==> src/rtl/lp_idle_pkg.sv <==
package lp_idle_pkg;

  typedef enum logic [2:0] {
    ST_ACTIVE = 3'd0,
    ST_PD     = 3'd1,
    ST_SR     = 3'd2,
    ST_SRCG   = 3'd3,
    ST_SRPD   = 3'd4,
    ST_STBY   = 3'd5,
    ST_EXCLK  = 3'd6,
    ST_EXWAIT = 3'd7
  } lp_state_e;

  localparam int          NUM_STAGE = 5;
  localparam logic [1:0]  MEM_LP4   = 2'd2;

  typedef struct packed {
    logic pd;
    logic sr;
    logic ctl;
    logic pi;
    logic phy;
    logic dram;
  } lp_out_s;

  function automatic lp_out_s stage_out(lp_state_e s);
    lp_out_s o;
    o = '{pd: 1'b0, sr: 1'b0, ctl: 1'b1, pi: 1'b1, phy: 1'b1, dram: 1'b1};
    case (s)
      ST_PD:   o.pd = 1'b1;
      ST_SR:   o.sr = 1'b1;
      ST_SRCG: begin o.sr = 1'b1; o.ctl = 1'b0; end
      ST_SRPD: begin o.sr = 1'b1; o.pd = 1'b1; o.ctl = 1'b0; end
      ST_STBY: begin
        o.sr = 1'b1; o.ctl = 1'b0; o.pi = 1'b0; o.phy = 1'b0; o.dram = 1'b0;
      end
      default: ;
    endcase
    return o;
  endfunction

endpackage

==> src/rtl/lp_idle_counter.sv <==
module lp_idle_counter #(
  parameter int CNT_W = 22
) (
  input  logic             clk,
  input  logic             rst_n,
  input  logic             clr,
  output logic [CNT_W-1:0] cnt
);
  localparam logic [CNT_W-1:0] CNT_MAX = {CNT_W{1'b1}};

  logic [CNT_W-1:0] cnt_nxt;
  logic             cnt_en;

  always_comb begin
    cnt_en  = clr || (cnt != CNT_MAX);
    cnt_nxt = clr ? '0 : cnt + 1'b1;
  end

  always_ff @(posedge clk or negedge rst_n) begin
    if (!rst_n)      cnt <= '0;
    else if (cnt_en) cnt <= cnt_nxt;
  end

  AST_CNT_CLEAR: assert property (@(posedge clk) disable iff (!rst_n)
    clr |=> (cnt == '0));
  AST_CNT_SATURATE: assert property (@(posedge clk) disable iff (!rst_n)
    (cnt == CNT_MAX && !clr) |=> (cnt == CNT_MAX));

endmodule

==> src/rtl/lp_stage_pick.sv <==
module lp_stage_pick
  import lp_idle_pkg::*;
#(
  parameter int THR_W  = 12,
  parameter int KSHIFT = 10,
  localparam int CNT_W = THR_W + KSHIFT
) (
  input  lp_state_e                           cur,
  input  logic [CNT_W-1:0]                    idle_cnt,
  input  logic [NUM_STAGE:1][THR_W-1:0]       thr_v,
  input  logic                                is_lp4,
  output logic                                step,
  output lp_state_e                           tgt
);
  localparam logic [NUM_STAGE:1] SCALED = 5'b01110;

  logic [NUM_STAGE:1][CNT_W-1:0] lim;
  logic [NUM_STAGE:1]            en_v;

  for (genvar g = 1; g <= NUM_STAGE; g++) begin : g_lim
    if (SCALED[g]) begin : g_scaled
      assign lim[g] = {thr_v[g], {KSHIFT{1'b0}}};
    end else begin : g_raw
      assign lim[g] = {{KSHIFT{1'b0}}, thr_v[g]};
    end
    if (g == int'(ST_SRPD)) begin : g_lp4
      assign en_v[g] = (|thr_v[g]) && is_lp4;
    end else begin : g_any
      assign en_v[g] = |thr_v[g];
    end
  end

  always_comb begin
    logic found;
    int   cur_idx;
    found   = 1'b0;
    step    = 1'b0;
    tgt     = cur;
    cur_idx = int'(cur);
    if (cur_idx < NUM_STAGE) begin
      for (int i = 1; i <= NUM_STAGE; i++) begin
        if (!found && i > cur_idx && en_v[i]) begin
          found = 1'b1;
          if (idle_cnt >= lim[i]) begin
            step = 1'b1;
            tgt  = lp_state_e'(3'(i));
          end
        end
      end
    end
  end

endmodule

==> src/rtl/lp_state_fsm.sv <==
module lp_state_fsm
  import lp_idle_pkg::*;
(
  input  logic      clk,
  input  logic      rst_n,
  input  logic      busy,
  input  logic      exit_ack,
  input  logic      step,
  input  lp_state_e tgt,
  output lp_state_e st_q,
  output lp_out_s   o_q,
  output logic      chg_q
);
  lp_state_e st_nxt;
  lp_out_s   o_nxt;
  logic      st_en;

  always_comb begin
    st_nxt = st_q;
    case (st_q)
      ST_ACTIVE: if (!busy && step) st_nxt = tgt;
      ST_PD, ST_SR, ST_SRCG, ST_SRPD, ST_STBY: begin
        if (busy)      st_nxt = ST_EXCLK;
        else if (step) st_nxt = tgt;
      end
      ST_EXCLK:  st_nxt = ST_EXWAIT;
      ST_EXWAIT: if (exit_ack) st_nxt = ST_ACTIVE;
      default:   st_nxt = ST_ACTIVE;
    endcase
  end

  always_comb begin
    o_nxt = stage_out(st_nxt);
    if (st_nxt == ST_EXCLK) begin
      o_nxt.pd = o_q.pd;
      o_nxt.sr = o_q.sr;
    end
    st_en = (st_nxt != st_q);
  end

  always_ff @(posedge clk or negedge rst_n) begin
    if (!rst_n) begin
      st_q  <= ST_ACTIVE;
      o_q   <= '{pd: 1'b0, sr: 1'b0, ctl: 1'b1, pi: 1'b1, phy: 1'b1, dram: 1'b1};
      chg_q <= 1'b0;
    end else begin
      chg_q <= st_en;
      if (st_en) begin
        st_q <= st_nxt;
        o_q  <= o_nxt;
      end
    end
  end

  AST_EXIT_CLOCKS_FIRST: assert property (@(posedge clk) disable iff (!rst_n)
    (busy && st_q inside {ST_PD, ST_SR, ST_SRCG, ST_SRPD, ST_STBY})
    |=> (st_q == ST_EXCLK && o_q.ctl && o_q.pi && o_q.phy && o_q.dram));
  AST_EXIT_REQ_HELD: assert property (@(posedge clk) disable iff (!rst_n)
    (st_q == ST_EXCLK) |-> (o_q.pd == $past(o_q.pd) && o_q.sr == $past(o_q.sr)));
  AST_EXIT_WAITS_ACK: assert property (@(posedge clk) disable iff (!rst_n)
    (st_q == ST_EXWAIT && !exit_ack) |=> (st_q == ST_EXWAIT));
  AST_GATE_NEEDS_SR: assert property (@(posedge clk) disable iff (!rst_n)
    !o_q.ctl |-> o_q.sr);
  AST_CHG_MARKS_MOVE: assert property (@(posedge clk) disable iff (!rst_n)
    chg_q |-> (st_q != $past(st_q)));
  AST_NO_CHG_STABLE: assert property (@(posedge clk) disable iff (!rst_n)
    !chg_q |-> $stable(st_q));

endmodule

==> src/rtl/lp_idle_seq.sv <==
module lp_idle_seq
  import lp_idle_pkg::*;
#(
  parameter int THR_W  = 12,
  parameter int KSHIFT = 10
) (
  input  logic             clk,
  input  logic             rst_n,
  input  logic             bus_busy,
  input  logic             exit_ack,
  input  logic [1:0]       dram_type,
  input  logic [THR_W-1:0] pd_thr,
  input  logic [THR_W-1:0] sr_thr,
  input  logic [THR_W-1:0] srcg_thr,
  input  logic [THR_W-1:0] srpd_thr,
  input  logic [THR_W-1:0] sb_thr,
  output logic             pd_req,
  output logic             sr_req,
  output logic             ctl_clk_en,
  output logic             pi_clk_en,
  output logic             phy_clk_en,
  output logic             dram_clk_en,
  output logic [2:0]       lp_state,
  output logic             state_chg
);
  localparam int CNT_W = THR_W + KSHIFT;

  logic [1:0]                    rs_q;
  logic                          rst_s_n;
  logic [CNT_W-1:0]              idle_cnt;
  logic                          cnt_clr;
  logic [NUM_STAGE:1][THR_W-1:0] thr_v;
  logic                          is_lp4;
  logic                          step;
  lp_state_e                     tgt;
  lp_state_e                     st_q;
  lp_out_s                       o_q;
  logic                          chg_q;

  always_ff @(posedge clk or negedge rst_n) begin
    if (!rst_n) rs_q <= 2'b00;
    else        rs_q <= {rs_q[0], 1'b1};
  end
  assign rst_s_n = rs_q[1];

  assign thr_v   = {sb_thr, srpd_thr, srcg_thr, sr_thr, pd_thr};
  assign is_lp4  = (dram_type == MEM_LP4);
  assign cnt_clr = bus_busy || (st_q == ST_EXCLK) || (st_q == ST_EXWAIT);

  lp_idle_counter #(.CNT_W(CNT_W)) u_cnt (
    .clk   (clk),
    .rst_n (rst_s_n),
    .clr   (cnt_clr),
    .cnt   (idle_cnt)
  );

  lp_stage_pick #(.THR_W(THR_W), .KSHIFT(KSHIFT)) u_pick (
    .cur      (st_q),
    .idle_cnt (idle_cnt),
    .thr_v    (thr_v),
    .is_lp4   (is_lp4),
    .step     (step),
    .tgt      (tgt)
  );

  lp_state_fsm u_fsm (
    .clk      (clk),
    .rst_n    (rst_s_n),
    .busy     (bus_busy),
    .exit_ack (exit_ack),
    .step     (step),
    .tgt      (tgt),
    .st_q     (st_q),
    .o_q      (o_q),
    .chg_q    (chg_q)
  );

  assign pd_req      = o_q.pd;
  assign sr_req      = o_q.sr;
  assign ctl_clk_en  = o_q.ctl;
  assign pi_clk_en   = o_q.pi;
  assign phy_clk_en  = o_q.phy;
  assign dram_clk_en = o_q.dram;
  assign lp_state    = st_q;
  assign state_chg   = chg_q;

  AST_SRPD_ONLY_LP4: assert property (@(posedge clk) disable iff (!rst_s_n)
    (st_q != ST_SRPD && dram_type != MEM_LP4) |=> (st_q != ST_SRPD));
  AST_BUSY_KEEPS_ACTIVE: assert property (@(posedge clk) disable iff (!rst_s_n)
    (st_q == ST_ACTIVE && bus_busy) |=> (st_q == ST_ACTIVE));

endmodule

==> config.mk <==
export PLATFORM = sky130hd
export DESIGN_NAME = lp_idle_seq
export DESIGN_NICKNAME = d
export VERILOG_FILES = /design/src/rtl/lp_idle_pkg.sv /design/src/rtl/lp_idle_counter.sv /design/src/rtl/lp_stage_pick.sv /design/src/rtl/lp_state_fsm.sv /design/src/rtl/lp_idle_seq.sv
export SDC_FILE = /design/constraint.sdc
export NUM_CORES = 1
export LEC_CHECK = 0
export BUFFER_PORTS_ARGS = -buffer_cell sky130_fd_sc_hd__buf_2
export CAP_MARGIN = 20
export CORE_ASPECT_RATIO = 1.25
export CORE_MARGIN = 2
export CORE_UTILIZATION = 57
export DETAILED_ROUTE_END_ITERATION = 12
export PLACE_DENSITY_LB_ADDON = 0.05
export SYNTH_ARGS = -nofsm -noshare
export SYNTH_HDL_FRONTEND = slang
export SYNTH_SLANG_ARGS = --single-unit
==> constraint.sdc <==
create_clock -name clk -period 1.1 [get_ports clk]
set_input_delay 0.22 -clock clk [delete_from_list [all_inputs] [get_ports clk]]
set_output_delay 0.22 -clock clk [all_outputs]
set_load 0.03 [all_outputs]
==> reports/metrics.cfg, run 1 <==
[synth]
synth-main-ff-cell=dfrtp_1
synth_cell_types=75
syn_area_per_cell_sq_um=8.47
syn_inst=437
synth_area_sq_um=3700
synth_edf_count=0
ys_seq_area_frac=0.217
yosys_warnings=0
synth-async-reset-ratio=1.00
ys_seq_elements=32
syn_nets=565

[placement]
portBuffers=75
gp_congestion=0.917
dp_hpwl_mm=9.63

[grt]
grt-ovfl-total=89
grt_start_max_net_pins=31
track_usage=0.753

[outcome]
status=did not finish
firstError=[ERROR GRT-0232] Routing congestion too high. Check the congestion heatmap in the GUI.
lastStage=global routing

[floorplanning]
start_util=0.593
die_w_um=76.1
pin_count=76
fp.dieH_um=94.1
rows=32

[clocking]
htreeDepth=2
cts.sinks=32
cts_buffers=5
cts_root_buf=clkbuf_8
clk_path_buf_depth=2

[sta]
crit_endpoint=u_fsm.o_q[4]$_DFFE_PN0P_/D
worst_endpoint_kind=sequential cell input

per-stage QoR:
stage / instances / area, sq um / hold slack (ns) / utilization / setup WS (ns)
after floorplan: 437 / 3790 / -0.0756 / - / -1.64
after global placement: 694 / 5040 / 0.00441 / 0.807 / -1.78
after detailed placement: 694 / 5040 / 0.00584 / 0.807 / -1.93
after CTS: 727 / 5670 / 0.229 / 0.908 / -1.78
repair_timing:
| item | in CTS |
|---|---|
| endpoints found under the hold margin | 2 |
| gates resized for setup | 82 |
| gates cloned | 0 |
| hold buffers | 1 |
| setup endpoints to repair | 39 |
| pin swaps | 42 |
| buffers inserted | 28 |
synthesized netlist by cell type, types with 2 or more instances:
| cell type | count | share of area |
|---|---|---|
| clkbuf_8 | 2 | 0.0074 |
| or3_1 | 4 | 0.0068 |
| o31ai_1 | 2 | 0.0041 |
| o21a_1 | 3 | 0.0061 |
| ha_1 | 62 | 0.21 |
| and2_1 | 2 | 0.0034 |
| nor4_4 | 3 | 0.017 |
| o21ai_0 | 12 | 0.016 |
| buf_4 | 3 | 0.0061 |
| and4_1 | 5 | 0.012 |
| o32ai_1 | 2 | 0.0047 |
| xor2_1 | 10 | 0.024 |
| dfrtp_1 | 30 | 0.20 |
| a211oi_1 | 6 | 0.012 |
| o311a_1 | 2 | 0.0054 |
| o21ai_1 | 3 | 0.0041 |
| a221oi_1 | 2 | 0.0047 |
| and3_1 | 4 | 0.0068 |
| clkbuf_1 | 4 | 0.0041 |
| nand3_1 | 14 | 0.019 |
| a311oi_1 | 3 | 0.0071 |
| nor3_1 | 5 | 0.0068 |
| a31oi_1 | 5 | 0.0084 |
| dfstp_2 | 2 | 0.014 |
| nor3b_1 | 2 | 0.0041 |
| nand2b_1 | 3 | 0.0051 |
| mux2i_1 | 2 | 0.0054 |
| nand2_1 | 20 | 0.020 |
| nor2_1 | 35 | 0.035 |
| o311ai_0 | 2 | 0.0047 |
| o211ai_1 | 3 | 0.0061 |
| a31oi_4 | 2 | 0.011 |
| nand4_1 | 18 | 0.030 |
| a21oi_1 | 20 | 0.027 |
| inv_1 | 70 | 0.071 |
| xnor2_1 | 8 | 0.019 |
| nor2b_1 | 5 | 0.0084 |
| a21o_1 | 7 | 0.014 |
| nor4_1 | 14 | 0.024 |
routing by layer:
| layer | GRT usage | overflow |
|---|---|---|
| met5 | 0.100 | 0 |
| met4 | 0.929 | 42 |
| met3 | 0.526 | 1 |
| met2 | 0.990 | 46 |
| met1 | 0.683 | 0 |
cells by family after synthesis:
group / synth area share
other: 0.00101
multiplexers: 0.00946
buffers and inverters: 0.0950
AO/OA/AOI/OAI: 0.201
adder cells (fa/ha/maj): 0.210
AND/OR/NAND/NOR: 0.224
flip-flops: 0.217
XOR/XNOR: 0.0426
==> run 2, diff against run 1 <==
--- a/config.mk
+++ b/config.mk
@@ -7,11 +7,10 @@
 export LEC_CHECK = 0
 export BUFFER_PORTS_ARGS = -buffer_cell sky130_fd_sc_hd__buf_2
 export CAP_MARGIN = 20
-export CORE_ASPECT_RATIO = 1.25
 export CORE_MARGIN = 2
-export CORE_UTILIZATION = 57
+export CORE_UTILIZATION = 40
 export DETAILED_ROUTE_END_ITERATION = 12
-export PLACE_DENSITY_LB_ADDON = 0.05
+export PLACE_DENSITY_LB_ADDON = 0.15
 export SYNTH_ARGS = -nofsm -noshare
 export SYNTH_HDL_FRONTEND = slang
 export SYNTH_SLANG_ARGS = --single-unit
==> reports/metrics.cfg, run 2 <==
[synth]
synth_common_cells=inv_1, ha_1, nor2_1, dfrtp_1
synth-async-reset-ratio=1.00  ; unchanged
synth_area_sq_um=3700  ; unchanged
syn_inst=437  ; unchanged
synth_cell_types=75  ; unchanged
synth_top_area_cell=ha_1
synthTopCellsByArea=ha_1, dfrtp_1, inv_1, nor2_1, nand4_1
yosys_warnings=0  ; unchanged
syn_area_per_cell_sq_um=8.47  ; unchanged
synthMostInstantiatedCell=inv_1
ys_seq_area_frac=0.217  ; unchanged
synth-main-ff-cell=dfrtp_1
ys_seq_elements=32  ; unchanged
synth_edf_count=0  ; unchanged
synth_top_area_share=0.210  ; unchanged
syn_nets=565  ; unchanged

[sta]
max_freq_mhz=346
worst_hold_slack_ns=0.221
finalSetupViolCount=37
finClkSkew_ns=0.0115
setup_ws_ns=-1.79
min_period_ns=2.89
rsz0062_at_grt=yes
period_share=2.63
tns_ns=-33.61
slew_headroom=0.539
hold_viol_final=0
worstMarginPinSlew_ns=0.688
drv_slew=0

[setup_path]
cp_slowest_cell=dfrtp_2
crit_arrival_ns=3.08
worstPathCellList=ha_4, and3_4, or3b_4, a31oi_4, o311ai_4, buf_4, nand3_2, o311ai_1, buf_4, o31ai_2, o32ai_2, a21o_1
required_ns=1.28
crit_path_end_kind=flop
max_stage_delay_ns=0.50
cp-start-kind=flop
path_max_fanout=4
worst-setup-path-type=reg2reg
cp_common_cell=buf_4

[finish]
top_register=u_cnt.cnt
diodes=0
nNetsFinal=779
post_layout_nonfiller_instances=763
reg.largest.list=u_cnt.cnt x22, u_fsm.o_q x4, u_fsm.st_q x3
mostFrequentLayoutCells=buf_4, inv_1, buf_2
largest_register_ffs=22
layout_commonest_cell=buf_4
fillers=713
final_layout_size_suffix_gt1_frac=0.517
area_delta_synth_final_pct=64.8

[detailed_routing]
dr.pass1.iters=4
vias_per_cell=5.40
vias=4124
drt-total-wl_mm=12.3
drc=0
initialDrtViolationCount=181
wl_per_cell_um=16.2
drtAntennaViolNets=0

[grt]
track_usage=0.254
grt_pass1_wl_mm=20.4
grt-ovfl-total=0
antenna_found_initial=0
grt_start_max_net_pins=31
grt_pass1_vias=4282

[clocking]
cts.clk_slew.worst_paths_ns=0.08
htreeDepth=2  ; unchanged
cts_tree=yes
cts.sinks=32  ; unchanged
cts_buffers=5  ; unchanged
clk_latency_ns=0.30
cts_root_buf=clkbuf_8
clk_path_buf_depth=2  ; unchanged

[floorplanning]
start_util=0.406  ; -0.186
die-area_sq_um=10000
die_w_um=100  ; +32%
core_sq_um=9110
fp.dieH_um=100  ; +6.5%
pin_count=76  ; unchanged
rows=35  ; +9.4%

[placement]
gp_congestion=0.845  ; -7.9%
portBuffers=75  ; unchanged
dp_slack_ns=-1.88  ; +0.0463 ns
dp_hpwl_mm=9.40  ; -2.4%
dp.cells=726  ; +4.6%

[outcome]
violations=negative setup slack
status=finished, violations left

[power_and_ir_drop]
total_leakage_power_nw=2.99
powerDensity_nw_per_um2=1140
fin_total_pwr_mw=6.97
ir_drop_v=0.00144

[min_path]
hold_path_class=reg2async

[run]
maxCapViolations=0

[run 2: cell counts after synthesis]
No cell type changed its count.
[run 2: stage by stage]
step / utilization / instance area, sq um
global placement: 0.559 / 5090
floorplan: - / 3790
global route: 0.670 / 6100
finish: 0.670 / 6100
CTS: 0.642 / 5840
detailed placement: 0.559 / 5090
[run 2: cell type report]
class / instances / area (sq um) / area share
well taps: 111 / 139 / 0.0228
flip-flops and latches: 32 / 817 / 0.134
clock buffers: 8 / 100 / 0.0164
multi-input cells: 322 / 3140 / 0.515
repair buffers: 218 / 1630 / 0.267
inverters: 72 / 270 / 0.0443
[run 2: worst max-delay path: cells and delay by family, from the launching register on]
kind | cells | cell delay [ns]
AND/OR/NAND/NOR | 3 | 0.62
adder cells (fa/ha/maj) | 1 | 0.30
buffers and inverters | 2 | 0.35
AO/OA/AOI/OAI | 6 | 1.02
flip-flops | 1 | 0.50
[run 2: path summary, 6_finish.rpt]
check                           cells after the start      endpoint  slack, ns          start
worst min register to register                      1  u_fsm.o_q[5]       0.22        rs_q[1]
worst min-delay path                                1  u_fsm.o_q[5]       0.22        rs_q[1]
worst max register to register                     12  u_fsm.o_q[4]      -1.79  u_cnt.cnt[17]
worst max-delay path                               12  u_fsm.o_q[4]      -1.79  u_cnt.cnt[17]
min in group clk                                    0       rs_q[1]       0.36        rs_q[0]
max in group asynchronous                           1  u_fsm.o_q[3]       0.64        rs_q[1]
[run 2: logic make-up (layout without fill, tap and decap cells)]
| family | Yosys count | in the layout | share of synthesized area |
|---|---|---|---|
| buffers and inverters | 83 | 298 | 0.0950 |
| AO/OA/AOI/OAI | 94 | 94 | 0.201 |
| adder cells (fa/ha/maj) | 62 | 62 | 0.210 |
| multiplexers | 3 | 3 | 0.00946 |
| other | 1 | 1 | 0.00101 |
| flip-flops | 32 | 32 | 0.217 |
| AND/OR/NAND/NOR | 144 | 144 | 0.224 |
| XOR/XNOR | 18 | 18 | 0.0426 |
[run 2: what timing repair did]
action / in CTS / in global routing
buffers inserted: 22 / 10
setup endpoints to repair: 38 / 38
hold buffers: 1 / 0
gates resized for setup: 106 / 37
endpoints found under the hold margin: 2 / 0
pin swaps: 51 / 35
[run 2: metal layers]
metal | global-route usage | vias up | part of all wire
met5 | 0 | - | 0
met3 | 0.0292 | 18 | 0.038
met4 | 0.0548 | 0 | 0.014
met2 | 0.453 | 103 | 0.49
li1 | - | 2025 | -
met1 | 0.329 | 1978 | 0.45
[run 2: where the power goes]
part / switching (mW) / internal (mW) / leakage (nW) / total (mW)
Clock: 0.497 / 0.572 / 0.0515 / 1.07
Combinational: 2.17 / 2.25 / 2.54 / 4.42
Sequential: 0.131 / 1.36 / 0.403 / 1.49
Total: 2.80 / 4.18 / 2.99 / 6.97
No activity file was read; power rests on OpenSTA's default activity.
